`src/rtl/dram_init_pkg.sv`:
```
package dram_init_pkg;

    typedef enum logic [2:0] {
        CMD_MRS = 3'b000,
        CMD_NOP = 3'b011,
        CMD_INH = 3'b111
    } cmd_e;

    typedef enum logic [3:0] {
        S_IDLE,
        S_WAIT,
        S_MRS,
        S_DLLR,
        S_POLL,
        S_KICK,
        S_TRAIN,
        S_DONE,
        S_ERR
    } seq_state_e;

    typedef struct packed {
        logic       dcc_en;
        logic       dll_en;
        logic [2:0] wlat;
    } mode_cfg_t;

    localparam logic [1:0] BURST_EIGHT = 2'b11;
    localparam int         MR_BITS     = 8;

    // Mode word: [7] DLL reset, [6] DCC, [5] DLL enable, [4:2] WL, [1:0] burst
    function automatic logic [MR_BITS-1:0] mode_word(mode_cfg_t c, logic dll_rst);
        return {dll_rst, c.dcc_en, c.dll_en, c.wlat, BURST_EIGHT};
    endfunction

    function automatic int max_int(int a, int b);
        return (a > b) ? a : b;
    endfunction

endpackage

```
`src/rtl/dram_init_cnt.sv`:
```
module dram_init_cnt #(
    parameter int W = 8
) (
    input  logic         clk,
    input  logic         rst,
    input  logic         clr_i,
    input  logic         en_i,
    input  logic [W-1:0] lim_i,
    output logic         tc_o
);
    logic [W-1:0] q;

    always_ff @(posedge clk) begin
        if (rst || clr_i)  q <= '0;
        else if (en_i)     q <= q + 1'b1;
    end

    assign tc_o = (q == lim_i);

    // an enabled window never runs past its limit
    assert_cnt_bound_R3: assert property (@(posedge clk) disable iff (rst)
        en_i |-> (q <= lim_i));

endmodule

```
`src/rtl/dram_init_mr.sv`:
```
module dram_init_mr
    import dram_init_pkg::*;
#(
    parameter int ADDR_W = 14
) (
    input  mode_cfg_t          cfg_i,
    input  logic               dll_rst_i,
    input  logic               drive_i,
    output logic [ADDR_W-1:0]  addr_o
);
    logic [MR_BITS-1:0] word;

    assign word = mode_word(cfg_i, dll_rst_i);

    generate
        if (ADDR_W > MR_BITS) begin : g_pad
            assign addr_o = drive_i ? {{(ADDR_W-MR_BITS){1'b0}}, word} : '0;
        end else begin : g_trim
            assign addr_o = drive_i ? word[ADDR_W-1:0] : '0;
        end
    endgenerate

endmodule

```
`src/rtl/dram_init_fsm.sv`:
```
module dram_init_fsm
    import dram_init_pkg::*;
(
    input  logic  clk,
    input  logic  rst,
    input  logic  start_i,
    input  logic  dll_rdy_i,
    input  logic  train_done_i,
    input  logic  tc_i,
    output logic  cnt_en_o,
    output logic  cnt_clr_o,
    output logic  sel_poll_o,
    output logic  cfg_load_o,
    output logic  mr_drive_o,
    output logic  dll_rst_o,
    output logic  dev_rst_n_o,
    output logic  cke_o,
    output cmd_e  cmd_o,
    output logic  train_start_o,
    output logic  done_o,
    output logic  err_o
);
    seq_state_e state, nxt;

    always_ff @(posedge clk) begin
        if (rst) state <= S_IDLE;
        else     state <= nxt;
    end

    always_comb begin
        nxt = state;
        unique case (state)
            S_IDLE:  if (start_i) nxt = S_WAIT;
            S_WAIT:  if (tc_i)    nxt = S_MRS;
            S_MRS:   nxt = S_DLLR;
            S_DLLR:  nxt = S_POLL;
            S_POLL: begin
                if (dll_rdy_i)  nxt = S_KICK;
                else if (tc_i)  nxt = S_ERR;
            end
            S_KICK:  nxt = S_TRAIN;
            S_TRAIN: if (train_done_i) nxt = S_DONE;
            S_DONE:  nxt = S_DONE;
            S_ERR:   nxt = S_ERR;
            default: nxt = S_IDLE;
        endcase
    end

    always_comb begin
        cnt_en_o   = (state == S_WAIT) || (state == S_POLL);
        cnt_clr_o  = !cnt_en_o || tc_i;
        sel_poll_o = (state == S_POLL);
        cfg_load_o = (state == S_IDLE) && start_i;
        mr_drive_o = (state == S_MRS) || (state == S_DLLR);
        dll_rst_o  = (state == S_DLLR);
        dev_rst_n_o = (state != S_IDLE);
        cke_o       = (state != S_IDLE);
        train_start_o = (state == S_KICK);
        done_o        = (state == S_DONE);
        err_o         = (state == S_ERR);
        case (state)
            S_IDLE, S_WAIT: cmd_o = CMD_INH;
            S_MRS, S_DLLR:  cmd_o = CMD_MRS;
            default:        cmd_o = CMD_NOP;
        endcase
    end

    assert_cke_hold_R2: assert property (@(posedge clk) disable iff (rst)
        cke_o |=> cke_o);

    assert_err_sticky_R8: assert property (@(posedge clk) disable iff (rst)
        err_o |=> (err_o && !train_start_o));

    assert_done_sticky_R9: assert property (@(posedge clk) disable iff (rst)
        done_o |=> done_o);

    assert_kick_pulse_R7: assert property (@(posedge clk) disable iff (rst)
        train_start_o |=> !train_start_o);

    assert_exclusive_R11: assert property (@(posedge clk) disable iff (rst)
        !(done_o && err_o));

endmodule

```
`src/rtl/dram_init_seq.sv`:
```
module dram_init_seq
    import dram_init_pkg::*;
#(
    parameter int CLK_MHZ     = 200,
    parameter int WAIT_US     = 200,
    parameter int TIMEOUT_CYC = 1024,
    parameter int ADDR_W      = 14
) (
    input  logic              clk,
    input  logic              rst,
    input  logic              start_i,
    input  logic [2:0]        wlat_i,
    input  logic              dll_en_i,
    input  logic              dcc_en_i,
    input  logic              dll_rdy_i,
    input  logic              train_done_i,
    output logic              dev_rst_n_o,
    output logic              cke_o,
    output logic [2:0]        cmd_o,
    output logic [ADDR_W-1:0] addr_o,
    output logic              train_start_o,
    output logic              done_o,
    output logic              err_o
);
    localparam int WAIT_CYC = CLK_MHZ * WAIT_US;
    localparam int MAX_CYC  = max_int(WAIT_CYC, TIMEOUT_CYC);
    localparam int CNT_W    = $clog2(MAX_CYC + 1);

    localparam logic [CNT_W-1:0] WAIT_LIM = CNT_W'(WAIT_CYC - 1);
    localparam logic [CNT_W-1:0] POLL_LIM = CNT_W'(TIMEOUT_CYC - 1);

    logic      cnt_en, cnt_clr, sel_poll, tc;
    logic      cfg_load, mr_drive, dll_rst;
    cmd_e      cmd;
    mode_cfg_t cfg_q;

    always_ff @(posedge clk) begin
        if (rst)           cfg_q <= '0;
        else if (cfg_load) cfg_q <= '{dcc_en: dcc_en_i, dll_en: dll_en_i, wlat: wlat_i};
    end

    dram_init_cnt #(.W(CNT_W)) cnt_i (
        .clk   (clk),
        .rst   (rst),
        .clr_i (cnt_clr),
        .en_i  (cnt_en),
        .lim_i (sel_poll ? POLL_LIM : WAIT_LIM),
        .tc_o  (tc)
    );

    dram_init_fsm fsm_i (
        .clk           (clk),
        .rst           (rst),
        .start_i       (start_i),
        .dll_rdy_i     (dll_rdy_i),
        .train_done_i  (train_done_i),
        .tc_i          (tc),
        .cnt_en_o      (cnt_en),
        .cnt_clr_o     (cnt_clr),
        .sel_poll_o    (sel_poll),
        .cfg_load_o    (cfg_load),
        .mr_drive_o    (mr_drive),
        .dll_rst_o     (dll_rst),
        .dev_rst_n_o   (dev_rst_n_o),
        .cke_o         (cke_o),
        .cmd_o         (cmd),
        .train_start_o (train_start_o),
        .done_o        (done_o),
        .err_o         (err_o)
    );

    dram_init_mr #(.ADDR_W(ADDR_W)) mr_i (
        .cfg_i     (cfg_q),
        .dll_rst_i (dll_rst),
        .drive_i   (mr_drive),
        .addr_o    (addr_o)
    );

    assign cmd_o = cmd;

    // Checker: cycles elapsed since clock enable went active (saturating)
    logic [CNT_W-1:0] chk_since;
    always_ff @(posedge clk) begin
        if (rst)                                        chk_since <= '0;
        else if (cke_o && chk_since != CNT_W'(WAIT_CYC)) chk_since <= chk_since + 1'b1;
    end

    assert_inhibit_window_R3: assert property (@(posedge clk) disable iff (rst)
        (cke_o && chk_since < CNT_W'(WAIT_CYC)) |-> (cmd_o == 3'b111));

    assert_mrs_after_window_R4: assert property (@(posedge clk) disable iff (rst)
        (cke_o && chk_since == CNT_W'(WAIT_CYC) && $past(cmd_o) == 3'b111)
            |-> (cmd_o == 3'b000 && !addr_o[7]));

    assert_dll_reset_follows_R6: assert property (@(posedge clk) disable iff (rst)
        (cmd_o == 3'b000 && !addr_o[7]) |=>
            (cmd_o == 3'b000 && addr_o[7] && addr_o[6:0] == $past(addr_o[6:0])));

    assert_burst_eight_R5: assert property (@(posedge clk) disable iff (rst)
        (cmd_o == 3'b000) |-> (addr_o[1:0] == 2'b11));

    assert_idle_quiet_R1: assert property (@(posedge clk)
        rst |=> (!cke_o && !dev_rst_n_o && cmd_o == 3'b111 && addr_o == '0));

endmodule

```
`config.mk`:
```
export PLATFORM = sky130hd
export DESIGN_NAME = dram_init_seq
export DESIGN_NICKNAME = d
export VERILOG_FILES = /design/src/rtl/dram_init_pkg.sv /design/src/rtl/dram_init_cnt.sv /design/src/rtl/dram_init_mr.sv /design/src/rtl/dram_init_fsm.sv /design/src/rtl/dram_init_seq.sv
export SDC_FILE = /design/constraint.sdc
export NUM_CORES = 1
export LEC_CHECK = 0
export BUFFER_PORTS_ARGS = -buffer_cell sky130_fd_sc_hd__buf_4
export CAP_MARGIN = 40
export CORE_ASPECT_RATIO = 1.5
export CORE_UTILIZATION = 40
export DETAILED_ROUTE_END_ITERATION = 16
export PLACE_DENSITY_LB_ADDON = 0.25
export SLEW_MARGIN = 20
export SYNTH_ARGS = -nofsm -noshare
export SYNTH_HDL_FRONTEND = slang
export SYNTH_SLANG_ARGS = --single-unit
export TNS_END_PERCENT = 1
```
`constraint.sdc`:
```
create_clock -name clk -period 3.2 [get_ports clk]
set_input_delay 0.48 -clock clk [delete_from_list [all_inputs] [get_ports clk]]
set_output_delay 0.48 -clock clk [all_outputs]
set_load 0.03 [all_outputs]
```
==> results <==
- The run finished with clean final reports.
- The clock-pin transition on the worst setup and hold timing paths is 80 ps.
- From synthesis to final layout, the design area changed by 14.9%.
- STA puts the critical path data required time at 3400 ps.
- Summed over all instances, the cell type with the most area after synthesis is dfxtp_1.
- Dividing the detail-routed via count by the number of cells gives 5.04.
- The clock root buffer master is clkbuf_8.
- The final max-slew violation count is 0.
- The setup TNS after final layout is 0 ps.
- The number of cells upsized or downsized after cts is 0.
- The worst-case vdd ir drop is 406 uV.
- Summing all flip-flop and latch instances after layout gives 500 um^2.
- Counting along the longest clock path gives a buffer depth of 2.
- For this run the aggregate overflow at the end of global routing stands at 0.
- The number of buffers inserted during clock tree synthesis is 3.
- The number of cells on the worst hold path is 3.
- The netlist uses 38 different library cells.
- The critical path class is reg -> reg.
- The category of the worst setup path capture point is a flop.
- In this run, the number of DRC markers left after iteration 0 of detailed routing was 14.
- The number of antenna cells inserted is 0.
- At the pin with the least slew margin, the transition time is 783 ps.
- After clock tree synthesis, the setup repair step added 0 buffers.
- The number of H-tree levels is 1.
- The number of global-route vias before repair is 996.
- The max-cap violation count is 0.
- The startpoint identified for the worst hold timing path is dcc_en_i.
- nor2_1 is the most common cell in the netlist.
- The mean cell area of the mapped netlist is 8.56 um^2.
- In this design, the stage delay of the slowest critical-path cell is 740 ps.
- Along the worst path, the maximum fanout reaches 16.
- The number of detailed-routing iterations run before antenna repair is 4.
- Counting cells, the worst reg-to-reg path comes to 5.
- Once the floorplan was initialized, standard cells occupied 42.3% of the core.
- Data arrives at the worst endpoint at 2400 ps.
- The global-route wire length before repair is 4440 um.
- Of the synthesized area, sequential elements account for 37.5%.
- Wires add up to 2590 um.
- The detailed-route DRC error count is 0.
- The floorplan step defined a die boundary enclosing 3580 um^2.
- Clock latency on the worst-skew pair, taken at its later pin, is 270 ps.
- The register bit count reported by yosys is 25.
- The count of warnings emitted by yosys is 0.
- The most common flop cell mapped by yosys is dfxtp_1.
- The proportion of register bits with asynchronous set or reset after synthesis is 0%.
- The post-detailed-route count of antenna-violating nets is 0.
- The number of endpoints with negative hold slack in the final report came to 0.
- The worst-case headroom to the max-slew limit is 47.3%.
- After detailed placement, the design holds a cell count of 209.
- Of the available clock period, the critical path in the final layout requires 68.8%.
- The global-route total usage across every layer is 16.1%.
- Derived from the worst setup path, the maximum achievable clock frequency is 454 MHz.
- The worst register-to-register path has a setup slack of 1000 ps.
- In this run the tool buffered the top-level ports with 25 buffer cells.
- The number of synthesized flops with an enable pin is 0.
- The overall via count from detail_route is 1079.
- The critical path goes through nor4b_2 -> or3_1 -> a21oi_2 -> or4_1 -> nor2_1.
- STA classifies the critical path startpoint as a flop.
- TritonCTS built the clock tree.
- The cell type of the slowest stage on the worst timing path is or4_1.
- Row generation in the floorplan step produced 25 rows.
- Sorting the synthesized cells by how often they occur yields nor2_1, dfxtp_1, buf_4, xor2_1, nand3_1.
- The number of antenna violations at the first check in global routing is 0.
- Summed over all cells, the static leakage comes to 0.000603 uW.
- In the final routed layout, each cell accounts on average for 12.1 um.
- The clock period minus worst slack is 2200 ps.
- Setup repair after global routing left no endpoint under its margin.
- Measured along the x axis, the die boundary spans 49.2 um.
- Synthesis produced a netlist whose cell count is 156.
- Leaving out filler cells and counting taps, the final layout contains 214.
- The fraction of layout instances using a drive strength above 1 is 20.1%.
- The floorplan die height is 72.8 um.
- The share of Yosys cell area claimed by the top area cell type is 37.5%.
- The area occupied by multi-input gates is 734 um^2.
- The critical register-to-register path endpoint is cnt_i.q[12].
- The number of hold buffers added after CTS was 0.
- The number of filler cells placed in the layout is 325.
- Summed over all nets, the half-perimeter wirelength after detailed placement is 1970 um.
- For this design, the sink count on the clock tree is 25.
- After synthesis, the cell types taking the most area are dfxtp_1, nor2_1, buf_4.
- The share of the core filled with cells is 48.6%.
- The worst hold path belongs to the class in -> reg.
- At the end of routability-driven placement, the weighted congestion stood at 0.801.
- The total power per unit cell area is 637 nW/um^2.
- The cell area after synthesis is 1340 um^2.
- The pin count of the biggest net entering global routing is 17.
- The path with the worst hold slack has its endpoint at cfg_q[4].
- The core area is 3160 um^2.
- The net count of the finished layout is 186.
- Setup violations remaining at the end of the flow were counted as 0.
- The clock skew is 1.01 ps.
- The beginning of the worst register-to-register path is fsm_i.state[2].
- For this design the top-level I/O count stands at 32.
==> cell usage in the layout (no fill, tap or decap), types with 2 or more instances in the layout <==
master / Yosys / final
nand4_1: 6 / 6
nor2_1: 29 / 29
clkbuf_8: 0 / 3
mux2i_1: 6 / 6
o21ai_0: 2 / 2
xnor2_1: 5 / 5
dfxtp_1: 25 / 25
nor3b_1: 2 / 2
or4_1: 2 / 2
nor4_1: 3 / 3
and4_1: 2 / 2
and2_1: 6 / 6
or3_1: 2 / 2
nand2b_1: 4 / 4
xor2_1: 10 / 10
and3_1: 2 / 2
nor4b_1: 2 / 2
nand2_1: 6 / 6
nand3_1: 7 / 7
buf_4: 12 / 25
conb_1: 1 / 6
inv_1: 2 / 2
==> cell families after synthesis <==
group	after synthesis	share of synthesized area [%]
AND/OR/NAND/NOR	80	32.5
flip-flops	25	37.5
buffers and inverters	19	8.90
XOR/XNOR	15	9.84
AO/OA/AOI/OAI	8	4.69
multiplexers	7	5.34
adder cells (fa/ha/maj)	1	0.937
other	1	0.281
==> flip-flops by register name (all words and copies together) (netlist names) <==
signal and count:
cnt_i.q 16, cfg_q 5, fsm_i.state 4
==> worst max-delay path by stage <==
stage / cells after the start / slack, ps / startpoint / endpoint
2_1_floorplan: 2 / 1110 / fsm_i.state[0] / err_o
3_3_place_gp: 5 / 1090 / fsm_i.state[2] / cnt_i.q[3]
3_5_place_dp: 5 / 970 / fsm_i.state[2] / cnt_i.q[12]
4_1_cts: 3 / 790 / fsm_i.state[1] / addr_o[3]
5_1_grt: 5 / 820 / fsm_i.state[2] / cnt_i.q[12]
6_report: 5 / 1000 / fsm_i.state[2] / cnt_i.q[12]
==> worst max-delay path, delay by kind of cell (launching register included) <==
family	cells	cell delay, ps
AOI/OAI and AO/OA	1	70
DFF	1	610
and+or+nand+nor	4	1460
==> where the power goes <==
part / total [uW] / internal, uW / switching [uW]
sequential: 393 / 341 / 51.8
combinational: 396 / 155 / 241
clock: 188 / 88.3 / 99.6
total: 977 / 584 / 393
==> per-stage QoR <==
step           setup WS, ps  area [um^2]  hold WS (ps)  power (uW)
2_1_floorplan          1110         1350           441         723
3_3_place_gp           1090         1480           465         788
3_5_place_dp            967         1480           475         796
4_1_cts                 794         1530           436         984
5_1_grt                 820         1530           447        1040
6_report                998         1530           437         977
==> metal layers <==
metal | global-route usage [%] | wire length, um
met4 | 8.82 | 55
met1 | 16.9 | 1080
met5 | 0 | 0
met3 | 2.50 | 97
met2 | 30.0 | 1350
==> area by class of cell <==
| cell class | instances | area share (%) |
|---|---|---|
| Inverter | 2 | 0.489 |
| Tap cell | 40 | 3.26 |
| Sequential cell | 25 | 32.6 |
| Timing Repair Buffer | 26 | 12.6 |
| Multi-Input combinational cell | 117 | 47.9 |
| Clock buffer | 3 | 2.69 |
| Clock inverter | 1 | 0.489 |
Power figures use the tool's default switching activity.
